## config.mk

```make
export PLATFORM = sky130hd
export DESIGN_NAME = tinst_xform
export DESIGN_NICKNAME = d
export VERILOG_FILES = /design/src/rtl/tinst_pkg.sv /design/src/rtl/tinst_cdec.sv /design/src/rtl/tinst_wdec.sv /design/src/rtl/tinst_ofs.sv /design/src/rtl/tinst_xform.sv
export SDC_FILE = /design/constraint.sdc
export NUM_CORES = 1
export LEC_CHECK = 0
export BUFFER_PORTS_ARGS = -buffer_cell sky130_fd_sc_hd__buf_2
export CAP_MARGIN = 5
export CORE_ASPECT_RATIO = 1.2
export CORE_UTILIZATION = 30
export CTS_CLUSTER_DIAMETER = 100
export DETAILED_ROUTE_END_ITERATION = 12
export HOLD_SLACK_MARGIN = 0.1
export PLACE_DENSITY = 0.68
export SYNTH_ARGS = -nofsm -noshare
export SYNTH_HDL_FRONTEND = slang
export SYNTH_SLANG_ARGS = --single-unit
```

## constraint.sdc

```tcl
create_clock -name clk -period 1.3 [get_ports clk]
set_clock_uncertainty 0.1 [all_clocks]
set_input_delay 0.195 -clock clk [delete_from_list [all_inputs] [get_ports clk]]
set_output_delay 0.195 -clock clk [all_outputs]
set_load 0.05 [all_outputs]
```

## src/rtl/tinst_pkg.sv

```systemverilog
package tinst_pkg;

    localparam logic [6:0] OPC_LOAD    = 7'b0000011;
    localparam logic [6:0] OPC_FLOAD   = 7'b0000111;
    localparam logic [6:0] OPC_STORE   = 7'b0100011;
    localparam logic [6:0] OPC_FSTORE  = 7'b0100111;
    localparam logic [6:0] OPC_AMO     = 7'b0101111;
    localparam logic [6:0] OPC_SYSTEM  = 7'b1110011;

    localparam int IMM_W  = 13;
    localparam int REG_W  = 5;

    typedef enum logic {
        ST_IDLE,
        ST_SHOW
    } ctl_state_e;

    typedef struct packed {
        logic [31:0]       tmpl;
        logic [REG_W-1:0]  base;
        logic [IMM_W-1:0]  imm;
        logic [2:0]        size_lg2;
        logic              has_acc;
    } xf_dec_t;

    function automatic logic [31:0] build_ld(input logic [6:0] opc, input logic [2:0] wc,
                                             input logic [4:0] rd);
        return {12'b0, 5'b0, wc, rd, opc};
    endfunction

    function automatic logic [31:0] build_st(input logic [6:0] opc, input logic [2:0] wc,
                                             input logic [4:0] rs2);
        return {7'b0, rs2, 5'b0, wc, 5'b0, opc};
    endfunction

endpackage

```

## src/rtl/tinst_cdec.sv

```systemverilog
module tinst_cdec
    import tinst_pkg::*;
(
    input  logic [15:0] insn,
    input  logic        xlen64,
    output xf_dec_t     dec
);
    logic [1:0]  quad;
    logic [2:0]  f3;
    logic [4:0]  reg_q0_data;
    logic [4:0]  reg_q0_base;
    logic [4:0]  reg_data;
    logic [4:0]  reg_base;
    logic [8:0]  off_w;
    logic [8:0]  off_d;

    assign quad        = insn[1:0];
    assign f3          = insn[15:13];
    assign reg_q0_data = {2'b01, insn[4:2]};
    assign reg_q0_base = {2'b01, insn[9:7]};

    // immediate selection: word / double, register-relative / stack-relative
    always_comb begin
        if (quad == 2'b00) begin
            off_w = {2'b0, insn[5], insn[12:10], insn[6], 2'b00};
            off_d = {1'b0, insn[6:5], insn[12:10], 3'b000};
        end else if (f3 >= 3'd5) begin
            off_w = {1'b0, insn[8:7], insn[12:9], 2'b00};
            off_d = {insn[9:7], insn[12:10], 3'b000};
        end else begin
            off_w = {1'b0, insn[3:2], insn[12], insn[6:4], 2'b00};
            off_d = {insn[4:2], insn[12], insn[6:5], 3'b000};
        end
    end

    always_comb begin
        if (quad == 2'b00) begin
            reg_data = reg_q0_data;
            reg_base = reg_q0_base;
        end else begin
            reg_data = (f3 >= 3'd5) ? insn[6:2] : insn[11:7];
            reg_base = 5'd2;
        end
    end

    always_comb begin
        dec          = '0;
        dec.base     = reg_base;
        if (quad == 2'b00 || quad == 2'b10) begin
            unique case (f3)
                3'd1: begin
                    dec.tmpl = build_ld(OPC_FLOAD, 3'd3, reg_data);
                    dec.imm  = {4'b0, off_d};
                    dec.size_lg2 = 3'd3;
                    dec.has_acc  = 1'b1;
                end
                3'd2: begin
                    dec.tmpl = build_ld(OPC_LOAD, 3'd2, reg_data);
                    dec.imm  = {4'b0, off_w};
                    dec.size_lg2 = 3'd2;
                    dec.has_acc  = 1'b1;
                end
                3'd3: begin
                    if (xlen64) begin
                        dec.tmpl = build_ld(OPC_LOAD, 3'd3, reg_data);
                        dec.imm  = {4'b0, off_d};
                        dec.size_lg2 = 3'd3;
                    end else begin
                        dec.tmpl = build_ld(OPC_FLOAD, 3'd2, reg_data);
                        dec.imm  = {4'b0, off_w};
                        dec.size_lg2 = 3'd2;
                    end
                    dec.has_acc = 1'b1;
                end
                3'd5: begin
                    dec.tmpl = build_st(OPC_FSTORE, 3'd3, reg_data);
                    dec.imm  = {4'b0, off_d};
                    dec.size_lg2 = 3'd3;
                    dec.has_acc  = 1'b1;
                end
                3'd6: begin
                    dec.tmpl = build_st(OPC_STORE, 3'd2, reg_data);
                    dec.imm  = {4'b0, off_w};
                    dec.size_lg2 = 3'd2;
                    dec.has_acc  = 1'b1;
                end
                3'd7: begin
                    if (xlen64) begin
                        dec.tmpl = build_st(OPC_STORE, 3'd3, reg_data);
                        dec.imm  = {4'b0, off_d};
                        dec.size_lg2 = 3'd3;
                    end else begin
                        dec.tmpl = build_st(OPC_FSTORE, 3'd2, reg_data);
                        dec.imm  = {4'b0, off_w};
                        dec.size_lg2 = 3'd2;
                    end
                    dec.has_acc = 1'b1;
                end
                default: begin
                    dec.tmpl    = '0;
                    dec.has_acc = 1'b0;
                end
            endcase
        end
    end

endmodule

```

## src/rtl/tinst_wdec.sv

```systemverilog
module tinst_wdec
    import tinst_pkg::*;
(
    input  logic [31:0] insn,
    output xf_dec_t     dec
);
    logic [6:0] opc;
    logic [2:0] f3;

    assign opc = insn[6:0];
    assign f3  = insn[14:12];

    always_comb begin
        dec      = '0;
        dec.base = insn[19:15];
        unique case (opc)
            OPC_LOAD, OPC_FLOAD: begin
                dec.tmpl     = {12'b0, insn[19:0]};
                dec.imm      = {insn[31], insn[31:20]};
                dec.size_lg2 = f3;
                dec.has_acc  = 1'b1;
            end
            OPC_STORE, OPC_FSTORE: begin
                dec.tmpl     = {7'b0, insn[24:12], 5'b0, insn[6:0]};
                dec.imm      = {insn[31], insn[31:25], insn[11:7]};
                dec.size_lg2 = f3;
                dec.has_acc  = 1'b1;
            end
            OPC_AMO: begin
                dec.tmpl     = insn;
                dec.size_lg2 = f3;
                dec.has_acc  = 1'b1;
            end
            OPC_SYSTEM: begin
                if (f3 == 3'd4) begin
                    dec.tmpl     = insn;
                    dec.size_lg2 = {1'b0, insn[27:26]};
                    dec.has_acc  = 1'b1;
                end
            end
            default: begin
                dec.tmpl    = '0;
                dec.has_acc = 1'b0;
            end
        endcase
    end

endmodule

```

## src/rtl/tinst_ofs.sv

```systemverilog
module tinst_ofs
    import tinst_pkg::*;
#(
    parameter int DW = 64
) (
    input  logic [DW-1:0]    fault_addr,
    input  logic [DW-1:0]    base_val,
    input  logic [IMM_W-1:0] imm,
    input  logic [2:0]       size_lg2,
    output logic [4:0]       ofs_field
);
    localparam int MW = 8;

    logic [DW-1:0] eff;
    logic [DW-1:0] diff;
    logic [MW-1:0] mask;
    logic [MW-1:0] masked;

    assign eff    = base_val + {{(DW-IMM_W){imm[IMM_W-1]}}, imm};
    assign diff   = fault_addr - eff;
    assign mask   = (MW'(1) << size_lg2) - MW'(1);
    assign masked = diff[MW-1:0] & mask;
    assign ofs_field = masked[4:0];

endmodule

```

## src/rtl/tinst_xform.sv

```systemverilog
module tinst_xform
    import tinst_pkg::*;
#(
    parameter int DW = 64
) (
    input  logic          clk,
    input  logic          rst_n,
    input  logic          req_valid,
    input  logic [31:0]   req_insn,
    input  logic [DW-1:0] req_addr,
    input  logic          xlen64,
    output logic [4:0]    rf_raddr,
    input  logic [DW-1:0] rf_rdata,
    output logic          tinst_valid,
    output logic [31:0]   tinst
);
    ctl_state_e state_q, state_d;
    xf_dec_t    dec_c, dec_w, dec_sel;
    logic       is_comp;
    logic [4:0] ofs_field;
    logic [31:0] result;
    logic [31:0] tinst_q;

    assign is_comp = (req_insn[1:0] != 2'b11);

    tinst_cdec u_cdec (
        .insn   (req_insn[15:0]),
        .xlen64 (xlen64),
        .dec    (dec_c)
    );

    tinst_wdec u_wdec (
        .insn (req_insn),
        .dec  (dec_w)
    );

    assign dec_sel  = is_comp ? dec_c : dec_w;
    assign rf_raddr = dec_sel.base;

    tinst_ofs #(.DW(DW)) u_ofs (
        .fault_addr (req_addr),
        .base_val   (rf_rdata),
        .imm        (dec_sel.imm),
        .size_lg2   (dec_sel.size_lg2),
        .ofs_field  (ofs_field)
    );

    always_comb begin
        result = dec_sel.tmpl;
        if (dec_sel.has_acc) begin
            result[19:15] = ofs_field;
        end
        if (is_comp) begin
            result[1] = 1'b0;
        end
    end

    // controller: state register
    always_ff @(posedge clk or negedge rst_n) begin
        if (!rst_n) begin
            state_q <= ST_IDLE;
        end else begin
            state_q <= state_d;
        end
    end

    always_comb begin
        state_d = state_q;
        unique case (state_q)
            ST_IDLE: state_d = req_valid ? ST_SHOW : ST_IDLE;
            ST_SHOW: state_d = req_valid ? ST_SHOW : ST_IDLE;
            default: state_d = ST_IDLE;
        endcase
    end

    // controller: outputs
    always_ff @(posedge clk or negedge rst_n) begin
        if (!rst_n) begin
            tinst_q <= '0;
        end else if (req_valid) begin
            tinst_q <= result;
        end
    end

    assign tinst_valid = (state_q == ST_SHOW);
    assign tinst       = tinst_q;

    a_r11_latency: assert property (@(posedge clk) disable iff (!rst_n)
        req_valid |=> tinst_valid);

    a_r11_drop: assert property (@(posedge clk) disable iff (!rst_n)
        !req_valid |=> (!tinst_valid && $stable(tinst)));

    a_r5_bit1_clear: assert property (@(posedge clk) disable iff (!rst_n)
        (req_valid && is_comp) |=> !tinst[1]);

    a_r1_quad1_zero: assert property (@(posedge clk) disable iff (!rst_n)
        (req_valid && req_insn[1:0] == 2'b01) |=> (tinst == 32'h0));

    a_r3_sp_base: assert property (@(posedge clk) disable iff (!rst_n)
        (req_valid && req_insn[1:0] == 2'b10 && dec_c.has_acc) |-> (rf_raddr == 5'd2));

    a_r2_q0_base: assert property (@(posedge clk) disable iff (!rst_n)
        (req_valid && req_insn[1:0] == 2'b00 && dec_c.has_acc) |-> (rf_raddr[4:3] == 2'b01));

    a_r6_load_imm_zero: assert property (@(posedge clk) disable iff (!rst_n)
        (req_valid && !is_comp && (req_insn[6:0] == OPC_LOAD || req_insn[6:0] == OPC_FLOAD))
        |=> (tinst[31:20] == 12'h0));

    a_r7_store_imm_zero: assert property (@(posedge clk) disable iff (!rst_n)
        (req_valid && !is_comp && (req_insn[6:0] == OPC_STORE || req_insn[6:0] == OPC_FSTORE))
        |=> (tinst[31:25] == 7'h0 && tinst[11:7] == 5'h0));

endmodule

```

==> impl_metrics.tcl, run 1 <==
set metrics [dict create \
    drt_iter0_drc 158 \
    crit_chain "buf_6 > or3_4 > buf_4 > nor2_2 > nand2_1 > o21ai_0 > a21oi_1 > fa_1 > ha_1 > a21oi_2 > xnor2_1 > xnor2_1 > o31ai_1" \
    postSynthAreaPerCell_um2 9.222 \
    critical_path_class "input port to flop" \
    wirelength_um 9271 \
    r2r_start "tinst[17]" \
    worst-path-buf-inv 2 \
    final_cell_area_um2 4156 \
    min_period_over_period 2.045 \
    synthTopCellsByArea "dfrtp_1 39%, nor2_1 4.6%, fa_1 3.7%" \
    yosysUniqueCellTypes 59 \
    gp_congestion 0.9327 \
    grt_pass1_wl_um 13030 \
    routedWlPerCell_um 18.43 \
    power_leakage_uw 0.002043 \
    hold_viol_final 0 \
    relSlewSlack 0.6961 \
    crit_top_cell "xnor2_1" \
    ys_ff_latch 33 \
    cp_slowest_cell "fa_1" \
    ant_nets 0 \
    vias 2702 \
    maxCapViolations 0 \
    syn_inst 232 \
    insertion_delay_ns 0.28 \
    cts.clk_slew.worst_paths_ns 0.08 \
    cts_buffers 5 \
    area_growth_pct 94.27 \
    cp_data_required_time_ns 1.40 \
    path_max_fanout 4 \
    placed_cells 454 \
    via_per_inst 5.372 \
    timing.hold.ws_ns 0.1415 \
    synth_top_cell_by_area "dfrtp_1" \
    grt_setup_unrepaired "yes" \
    worst-r2r-setup-slack_ns 0.32 \
    grt_max_degree 34 \
    ioPinCount 202 \
    final_util 0.6064 \
    stdcell_count 503 \
    hp-start "req_insn[21]" \
    synth.yosys.seq_area_share 0.3860 \
    violations "setup timing" \
    dr.pass1.iters 5 \
    setup-tns-final_ns -27.78 \
    powerDensity_nw_per_um2 898.4 \
    die-area_um2 7475 \
    worstSetupStartpointType "input port" \
    worstReg2RegEnd "tinst[17]" \
    cts_sinks 33 \
    arrival_ns 2.75 \
    ir_drop_uv 495.3 \
    setup_violations 35 \
    start_util 0.3122 \
    min_to "tinst[21]" \
    antenna_cells 0 \
    whs_path_depth 3 \
    worst_slack_ns -1.358 \
    cts_tree "yes" \
    core_area_um2 6854 \
    yosysWarnings 0 \
    synth.top_cell.area_share 0.3860 \
    synthArstFlopShare 1.000 \
    yosys_most_used_dff "dfrtp_1" \
    drv_slew 0 \
    synth_edf_count 0 \
    hp-class "input port to flop" \
    max_stage_delay_ns 0.47 \
    period_minus_slack_ns 2.658 \
    port_buffers 83 \
    crit_path_end_kind "flop" \
    nFillCells 570 \
    reg2reg_depth 2 \
    antenna_found_initial 0 \
    drive_above_1_share 0.5962 \
    hpwlAfterDp_um 5797 \
    grtUsageTotal 0.2302 \
    die_y_um 94.51 \
    rows 33 \
    clock.fmax_ghz 0.3762 \
    htree_levels 2 \
    cts_root_buffer "clkbuf_8" \
    placed_area_um2 3189 \
    finalNetCount 588 \
    die_w_um 79.09 \
    drc 0 \
    synth_area_um2 2140 \
    path_delay_family "adder cells" \
    grt_pass1_vias 2604 \
    worst_pin_slew_ns 0.4558 \
    grt_overflow 0 \
    syn_nets 405 \
    cts_buffer_depth 2 \
    status "finished with violations" \
]
## metrics by stage
step | setup slack [ns] | power (uW)
final | -1.358 | 3734
after global routing | -1.444 | 3857
after CTS | -1.210 | 3565
after detailed placement | -1.578 | 2241
after global placement | -1.517 | 2221
after floorplan | -1.369 | 1804
## layout by cell type (no fill, tap or decap), types with 4 or more instances in the layout
master	instances
buf_2	70
buf_4	63
buf_6	44
dfrtp_1	33
nor2_1	23
nand2_1	15
inv_1	12
a21oi_1	9
a22o_1	9
dlygate4sd3_1	7
buf_8	6
clkbuf_8	5
mux2i_1	4
o21ai_1	4
## layout make-up
class / count / area (um2) / area share
timing repair buffer: 193 / 1539 / 0.3703
multi-input combinational: 167 / 1493 / 0.3591
sequential: 33 / 825.8 / 0.1987
inverter: 15 / 56.30 / 0.01355
clock inverter: 3 / 65.06 / 0.01565
tap: 87 / 108.9 / 0.02619
clock buffer: 5 / 68.82 / 0.01656
## cells by family after synthesis
group / Yosys count / share of synthesized area
adder cells (fa/ha/maj): 9 / 0.06667
flip-flops: 33 / 0.3860
AND/OR/NAND/NOR: 78 / 0.1842
buffers and inverters: 32 / 0.06959
multiplexers: 5 / 0.02398
AO/OA/AOI/OAI: 69 / 0.2450
XOR/XNOR: 6 / 0.02457
## cells in the mapped netlist, types with 4 or more instances
library cell  count
buf_4             5
o31ai_1           4
a22o_1            9
nand2_1          20
a32o_1            4
o21ai_0           6
a21oi_1          14
mux2i_1           4
fa_1              4
nand3_1           4
dfrtp_1          33
ha_1              5
inv_1            15
clkbuf_1          8
nor2_1           26
## worst max-delay path by stage
stage,start,to,slack [ns],depth (start not counted)
4_1_cts,req_insn[4],tinst[19],-1.21,12
3_3_place_gp,req_insn[4],tinst[17],-1.52,12
5_1_grt,req_insn[4],tinst[19],-1.44,13
3_5_place_dp,req_insn[4],tinst[19],-1.58,12
2_1_floorplan,req_insn[4],tinst[19],-1.37,11
6_report,req_insn[4],tinst[19],-1.36,13
## timing repair
item / 4_1_cts / 5_1_grt
gates resized for setup: 84 / 43
endpoints found under the hold margin: 39 / 0
pin swaps: 39 / 32
setup endpoints to repair: 34 / 33
hold buffers: 7 / 0
buffers inserted: 11 / 33
## report_power, final
part	leakage [uW]	internal [uW]	switching (uW)
Clock	0.0000681	762	415
Sequential	0.000429	1090	34.4
Combinational	0.00155	637	798
Total	0.00204	2490	1250
## state kept, by name, summed over array words and instances, names as in the netlist
name and count:
tinst 32, tinst_valid 1
## layer usage
| layer | vias up | part of all wire | global-route usage |
|---|---|---|---|
| met5 | - | 0 | 0 |
| met4 | 0 | 0.061 | 0.1197 |
| met3 | 50 | 0.061 | 0.03961 |
| met2 | 171 | 0.50 | 0.3886 |
| met1 | 1273 | 0.38 | 0.2797 |
| li1 | 1208 | - | - |
## worst register-to-register path, cell delays in order (launching register included)
cell     delay (ns)
dfrtp_1        0.38
nor2b_1        0.13
a311o_1        0.27
No activity file was read; power rests on OpenSTA's default activity.
==> run 2, diff against run 1 <==
--- a/config.mk
+++ b/config.mk
@@ -5,6 +5,7 @@
 export SDC_FILE = /design/constraint.sdc
 export NUM_CORES = 1
 export LEC_CHECK = 0
+export ABC_AREA = 1
 export BUFFER_PORTS_ARGS = -buffer_cell sky130_fd_sc_hd__buf_2
 export CAP_MARGIN = 5
 export CORE_ASPECT_RATIO = 1.2
@@ -12,7 +13,7 @@
 export CTS_CLUSTER_DIAMETER = 100
 export DETAILED_ROUTE_END_ITERATION = 12
 export HOLD_SLACK_MARGIN = 0.1
-export PLACE_DENSITY = 0.68
+export PLACE_DENSITY = 0.66
 export SYNTH_ARGS = -nofsm -noshare
 export SYNTH_HDL_FRONTEND = slang
 export SYNTH_SLANG_ARGS = --single-unit
==> impl_metrics.tcl, run 2 <==
set metrics [dict create \
    placed_cells 532 \
    multiInputGateArea_um2 1597 \
    yosys.area_share.simple 0.3115 \
    final_cell_area_um2 4197 \
    grt_setup_unrepaired "yes" \
    yosysWarnings 0 \
    arrival_ns 2.41 \
    worstSetupStartpointType "input port" \
    cts_root_buffer "clkbuf_8" \
    worst_pin_slew_ns 0.4150 \
    status "finished with violations" \
    cts_sinks 33 \
    via_per_inst 4.775 \
    synth_top_family_by_area "simple AND/OR/NAND/NOR gates" \
    synth_mux_area_frac 0 \
    synth_compound_area_frac 0.1593 \
    worst_slack_ns -1.023 \
    postSynthAreaPerCell_um2 7.442 \
    path_max_fanout 4 \
    start_util 0.3120 \
    area_growth_pct 84.90 \
    clock.fmax_ghz 0.4306 \
    synth-xor-area-share 0.007718 \
    antenna_found_initial 0 \
    setup_violations 17 \
    vias 2693 \
    finalNetCount 646 \
    hpwlAfterDp_um 6048 \
    ant_nets 0 \
    insertion_delay_ns 0.29 \
    stdcell_count 564 \
    mostFrequentLayoutCells "72 x nand2_1, 72 x buf_2, 52 x buf_4" \
    dr.pass1.iters 4 \
    critical_path_class "input port to flop" \
    synthTopCellsByArea "dfrtp_1 36%, nand2_1 14%, inv_1 5.0%" \
    grt_overflow 0 \
    htree_levels 2 \
    drc 0 \
    wirelength_um 8256 \
    hp-class "input port to flop" \
    drv_slew 0 \
    synth.cells.most_frequent "85 x nand2_1, 33 x dfrtp_1, 30 x inv_1" \
    drive_above_1_share 0.5464 \
    cp_slowest_cell "fa_1" \
    synth_edf_count 0 \
    port_buffers 83 \
    antenna_cells 0 \
    synth.most_common_cell "nand2_1" \
    routedWlPerCell_um 14.64 \
    cts_buffers 5 \
    synth.yosys.seq_area_share 0.3638 \
    ys_ff_latch 33 \
    cts.clk_slew.worst_paths_ns 0.07 \
    power_leakage_uw 0.002150 \
    gp_congestion 0.9739 \
    synth_area_um2 2270 \
    grt_max_degree 20 \
    core_area_um2 7274 \
    synth.top_cell.area_share 0.3638 \
    hold_viol_final 0 \
    die_y_um 97.28 \
    rows 34 \
    setup-tns-final_ns -3.725 \
    max_stage_delay_ns 0.49 \
    period_minus_slack_ns 2.323 \
    die-area_um2 7919 \
    synth_top_cell_by_area "dfrtp_1" \
    powerDensity_nw_per_um2 820.5 \
    die_w_um 81.40 \
    placed_area_um2 3348 \
    maxCapViolations 0 \
    crit_path_end_kind "flop" \
    cts_buffer_depth 2 \
    synth_fa_ha_area_frac 0.06284 \
    crit_top_cell "nand2_1" \
    grt_pass1_vias 2641 \
    relSlewSlack 0.7204 \
    synthArstFlopShare 1.000 \
    syn_nets 478 \
    ioPinCount 202 \
    cts_tree "yes" \
    ir_drop_uv 775.0 \
    violations "setup timing" \
    syn_inst 305 \
    largest_register_ffs 32 \
    yosysUniqueCellTypes 40 \
    regArea_um2 825.8 \
    yosys_most_used_dff "dfrtp_1" \
    nFillCells 663 \
    grtUsageTotal 0.2084 \
    drt_iter0_drc 99 \
    grt_pass1_wl_um 12520 \
    crit_chain "buf_8 > o21ai_4 > nand2_2 > o21ai_2 > nor2_1 > a221oi_2 > fa_1 > ha_4 > nand2_1 > inv_1 > a21oi_2 > nand3_1 > nand2_1 > nand2_1 > inv_1 > nor2_1 > nand4_1 > nand2_1" \
    min_period_over_period 1.787 \
    cp_data_required_time_ns 1.38 \
]
## run 2: report_power, final
part | switching [uW] | internal [uW]
Clock | 418 | 574
Sequential | 31.7 | 1080
Combinational | 774 | 565
Total | 1220 | 2220
## run 2: routing by layer
metal / up-vias / wire, um / track usage
li1: 1325 / - / -
met1: 1250 / 3417 / 0.2524
met2: 100 / 4149 / 0.3596
met3: 18 / 453 / 0.03662
met4: 0 / 236 / 0.07280
met5: - / 0 / 0
## run 2: cells by family (layout without fill, tap and decap cells)
group           Yosys count  in the layout
buf+inv                  51            220
compound gates           60             60
simple gates            150            150
xor+xnor                  2              2
fa+ha+maj                 9              9
flops                    33             33
## run 2: cell type report
| cell class | count | area share |
|---|---|---|
| Clock inverter | 3 | 0.01103 |
| Multi-Input combinational cell | 221 | 0.3804 |
| Sequential cell | 33 | 0.1968 |
| Tap cell | 90 | 0.02683 |
| Clock buffer | 5 | 0.01640 |
| Timing Repair Buffer | 172 | 0.3220 |
| Inverter | 40 | 0.04651 |
## run 2: through the flow
step | utilization | hold slack, ns | power, uW | setup WS [ns]
5_1_grt | 0.5769 | 0.1185 | 3606 | -1.209
2_1_floorplan | - | -0.2006 | 1764 | -1.135
3_3_place_gp | 0.4603 | 0.01273 | 2184 | -1.326
4_1_cts | 0.5447 | 0.1084 | 3366 | -1.007
6_report | 0.5769 | 0.1288 | 3443 | -1.023
3_5_place_dp | 0.4603 | 0.01674 | 2199 | -1.420
## run 2: worst paths after layout
path                       depth (start not counted)  slack [ns]          end         start
setup / recovery                                  18       -1.02    tinst[19]  req_insn[13]
hold / removal                                     2        0.13  tinst_valid     req_valid
setup reg to reg                                   2        0.48     tinst[2]      tinst[2]
hold reg to reg                                    1        0.38    tinst[12]     tinst[12]
max in group asynchronous                          3        0.42    tinst[16]         rst_n
min in group asynchronous                          2        0.24    tinst[25]         rst_n
## run 2: repair_timing
item / CTS / global route
hold buffers: 8 / 1
endpoints found under the setup margin: 25 / 23
pin swaps: 26 / 26
gates resized for setup: 85 / 52
hold endpoints to repair: 40 / 1
cloned: 0 / 0
buffers inserted: 12 / 9
## run 2: critical path, delay by kind of cell
kind                     cells  cell delay [ns]
adder cells (fa/ha/maj)      2             0.73
AO/OA/AOI/OAI                4             0.66
buffers and inverters        3             0.20
AND/OR/NAND/NOR              9             0.61
==> run 3, diff against run 2 <==
--- a/config.mk
+++ b/config.mk
@@ -13,7 +13,8 @@
 export CTS_CLUSTER_DIAMETER = 100
 export DETAILED_ROUTE_END_ITERATION = 12
 export HOLD_SLACK_MARGIN = 0.1
-export PLACE_DENSITY = 0.66
+export SKIP_CTS_REPAIR_TIMING = 1
 export SYNTH_ARGS = -nofsm -noshare
 export SYNTH_HDL_FRONTEND = slang
+export SYNTH_HIERARCHICAL = 1
 export SYNTH_SLANG_ARGS = --single-unit
==> impl_metrics.tcl, run 3 <==
set metrics [dict create \
    crit_cells 20 \
    area_growth_pct 51.80 \
    antenna_cells 0 \
    largest_register_ffs 32 \
    maxUsedRoutingLayer "met4" \
    whs_path_depth 5 \
    critical_path_class "input port to flop" \
    drive_above_1_share 0.4263 \
    vias 3911 \
    grt_pass1_vias 3562 \
    mostFrequentLayoutCell "nand2_1" \
    reg2reg_depth 2 \
    crit_top_cell "nand2_1" \
    crit_path_end_kind "flop" \
    antenna_found_initial 0 \
    grt_overflow 0 \
    start_util 0.3095 \
    cts_buffer_depth 2 \
    cts_sinks 33 \
    grt_setup_unrepaired "yes" \
    path_delay_family "simple AND/OR/NAND/NOR gates" \
    final_util 0.4699 \
    drt_iter0_drc 172 \
    synth_area_um2 3432 \
    worst_slack_ns -1.019 \
    worstSetupStartpointType "input port" \
    mostFrequentLayoutCells "149 x nand2_1, 71 x buf_2, 66 x inv_1, 66 x buf_4, 52 x nor2_1" \
    postSynthAreaPerCell_um2 6.151 \
    syn_inst 558 \
    arrival_ns 2.43 \
    min_period_over_period 1.784 \
    powerDensity_nw_per_um2 842.3 \
    cp_slowest_cell "fa_1" \
    htree_levels 2 \
    grt_pass1_wl_um 17180 \
    drc 0 \
    finalNetCount 877 \
    dpl_worst_slack_ns -1.386 \
    setup_violations 21 \
    insertion_delay_ns 0.28 \
    ant_nets 0 \
    clock.fmax_ghz 0.4312 \
    gp_congestion 0.9269 \
    drv_slew 0 \
    ioPinCount 202 \
    placed_area_um2 4360 \
    setup-tns-final_ns -5.822 \
    nFillCells 1128 \
    period_minus_slack_ns 2.319 \
    status "finished with violations" \
    die-area_um2 11870 \
    wl_met1_um 5094 \
    ir_drop_uv 589.0 \
    wl_met3_um 438 \
    maxCapViolations 0 \
    via_per_inst 4.548 \
    multiInputGateArea_um2 2311 \
    total_power_uw 4388 \
    dr.pass1.iters 4 \
    die_w_um 99.64 \
    hpwlAfterDp_um 8305 \
    die_y_um 119.2 \
    crit_chain "buf_12 > o21ai_4 > nand2_4 > nand2_2 > nand2_1 > a21oi_1 > nand2_1 > nand2_1 > inv_2 > fa_1 > ha_4 > nand2_2 > nand2_2 > nor2_4 > nand3_2 > a21oi_2 > inv_1 > nand3_1 > nand3_1 > nand2_1" \
    core_area_um2 11090 \
    yosysWarnings 6 \
    grt_max_degree 40 \
    port_buffers 83 \
    path_max_fanout 4 \
    cp_data_required_time_ns 1.41 \
    cts.clk_slew.worst_paths_ns 0.05 \
    regArea_um2 825.8 \
    routedWlPerCell_um 13.66 \
    cts_tree "yes" \
    violations "setup timing" \
    rows 42 \
    cts_buffers 5 \
    hold_viol_final 0 \
    wirelength_um 11750 \
    hp-class "input port to flop" \
    power_leakage_uw 0.002742 \
    cts_root_buffer "clkbuf_16" \
    final_cell_area_um2 5210 \
    worst-path-buf-inv 3 \
    max_stage_delay_ns 0.55 \
    grtUsageTotal 0.1831 \
    dr_wl_met2_um 5995 \
]
## run 3: power breakdown
group	internal, uW	switching, uW
combinational	651	1150
sequential	1130	57.2
clock	957	440
total	2740	1650
## run 3: routing by layer
metal,up-vias,track usage
met5,-,0
met2,108,0.3342
met3,14,0.01819
met1,1843,0.2274
li1,1946,-
met4,0,0.04688
## run 3: path summary, 6_finish.rpt
path	from	to	slack, ns
worst min-delay path	req_insn[28]	tinst[28]	0.17
max in group asynchronous	rst_n	tinst[24]	0.41
worst max-delay path	req_insn[13]	tinst[19]	-1.02
worst min register to register	tinst[16]	tinst[16]	0.38
worst max register to register	tinst[23]	tinst[23]	0.51
min in group asynchronous	rst_n	tinst[5]	0.26
## run 3: stage by stage
stage / instances / hold slack [ns]
final: 860 / 0.1667
after global routing: 860 / 0.1795
after CTS: 840 / -0.2715
after detailed placement: 832 / 0.02395
after global placement: 832 / 0.01464
after floorplan: 577 / -0.2006
## run 3: final cells by class
type	instances	area share
Clock inverter	1	0.005764
Clock buffer	7	0.02738
Tap cell	154	0.03698
Timing Repair inverter	2	0.002642
Sequential cell	33	0.1585
Timing Repair Buffer	171	0.2574
Inverter	86	0.06772
Multi-Input combinational cell	406	0.4436
## run 3: worst reg2reg max path, cell delays in order, from the launching register on
cell,delay [ns]
dfrtp_1,0.41
nor2_1,0.13
a21oi_2,0.04
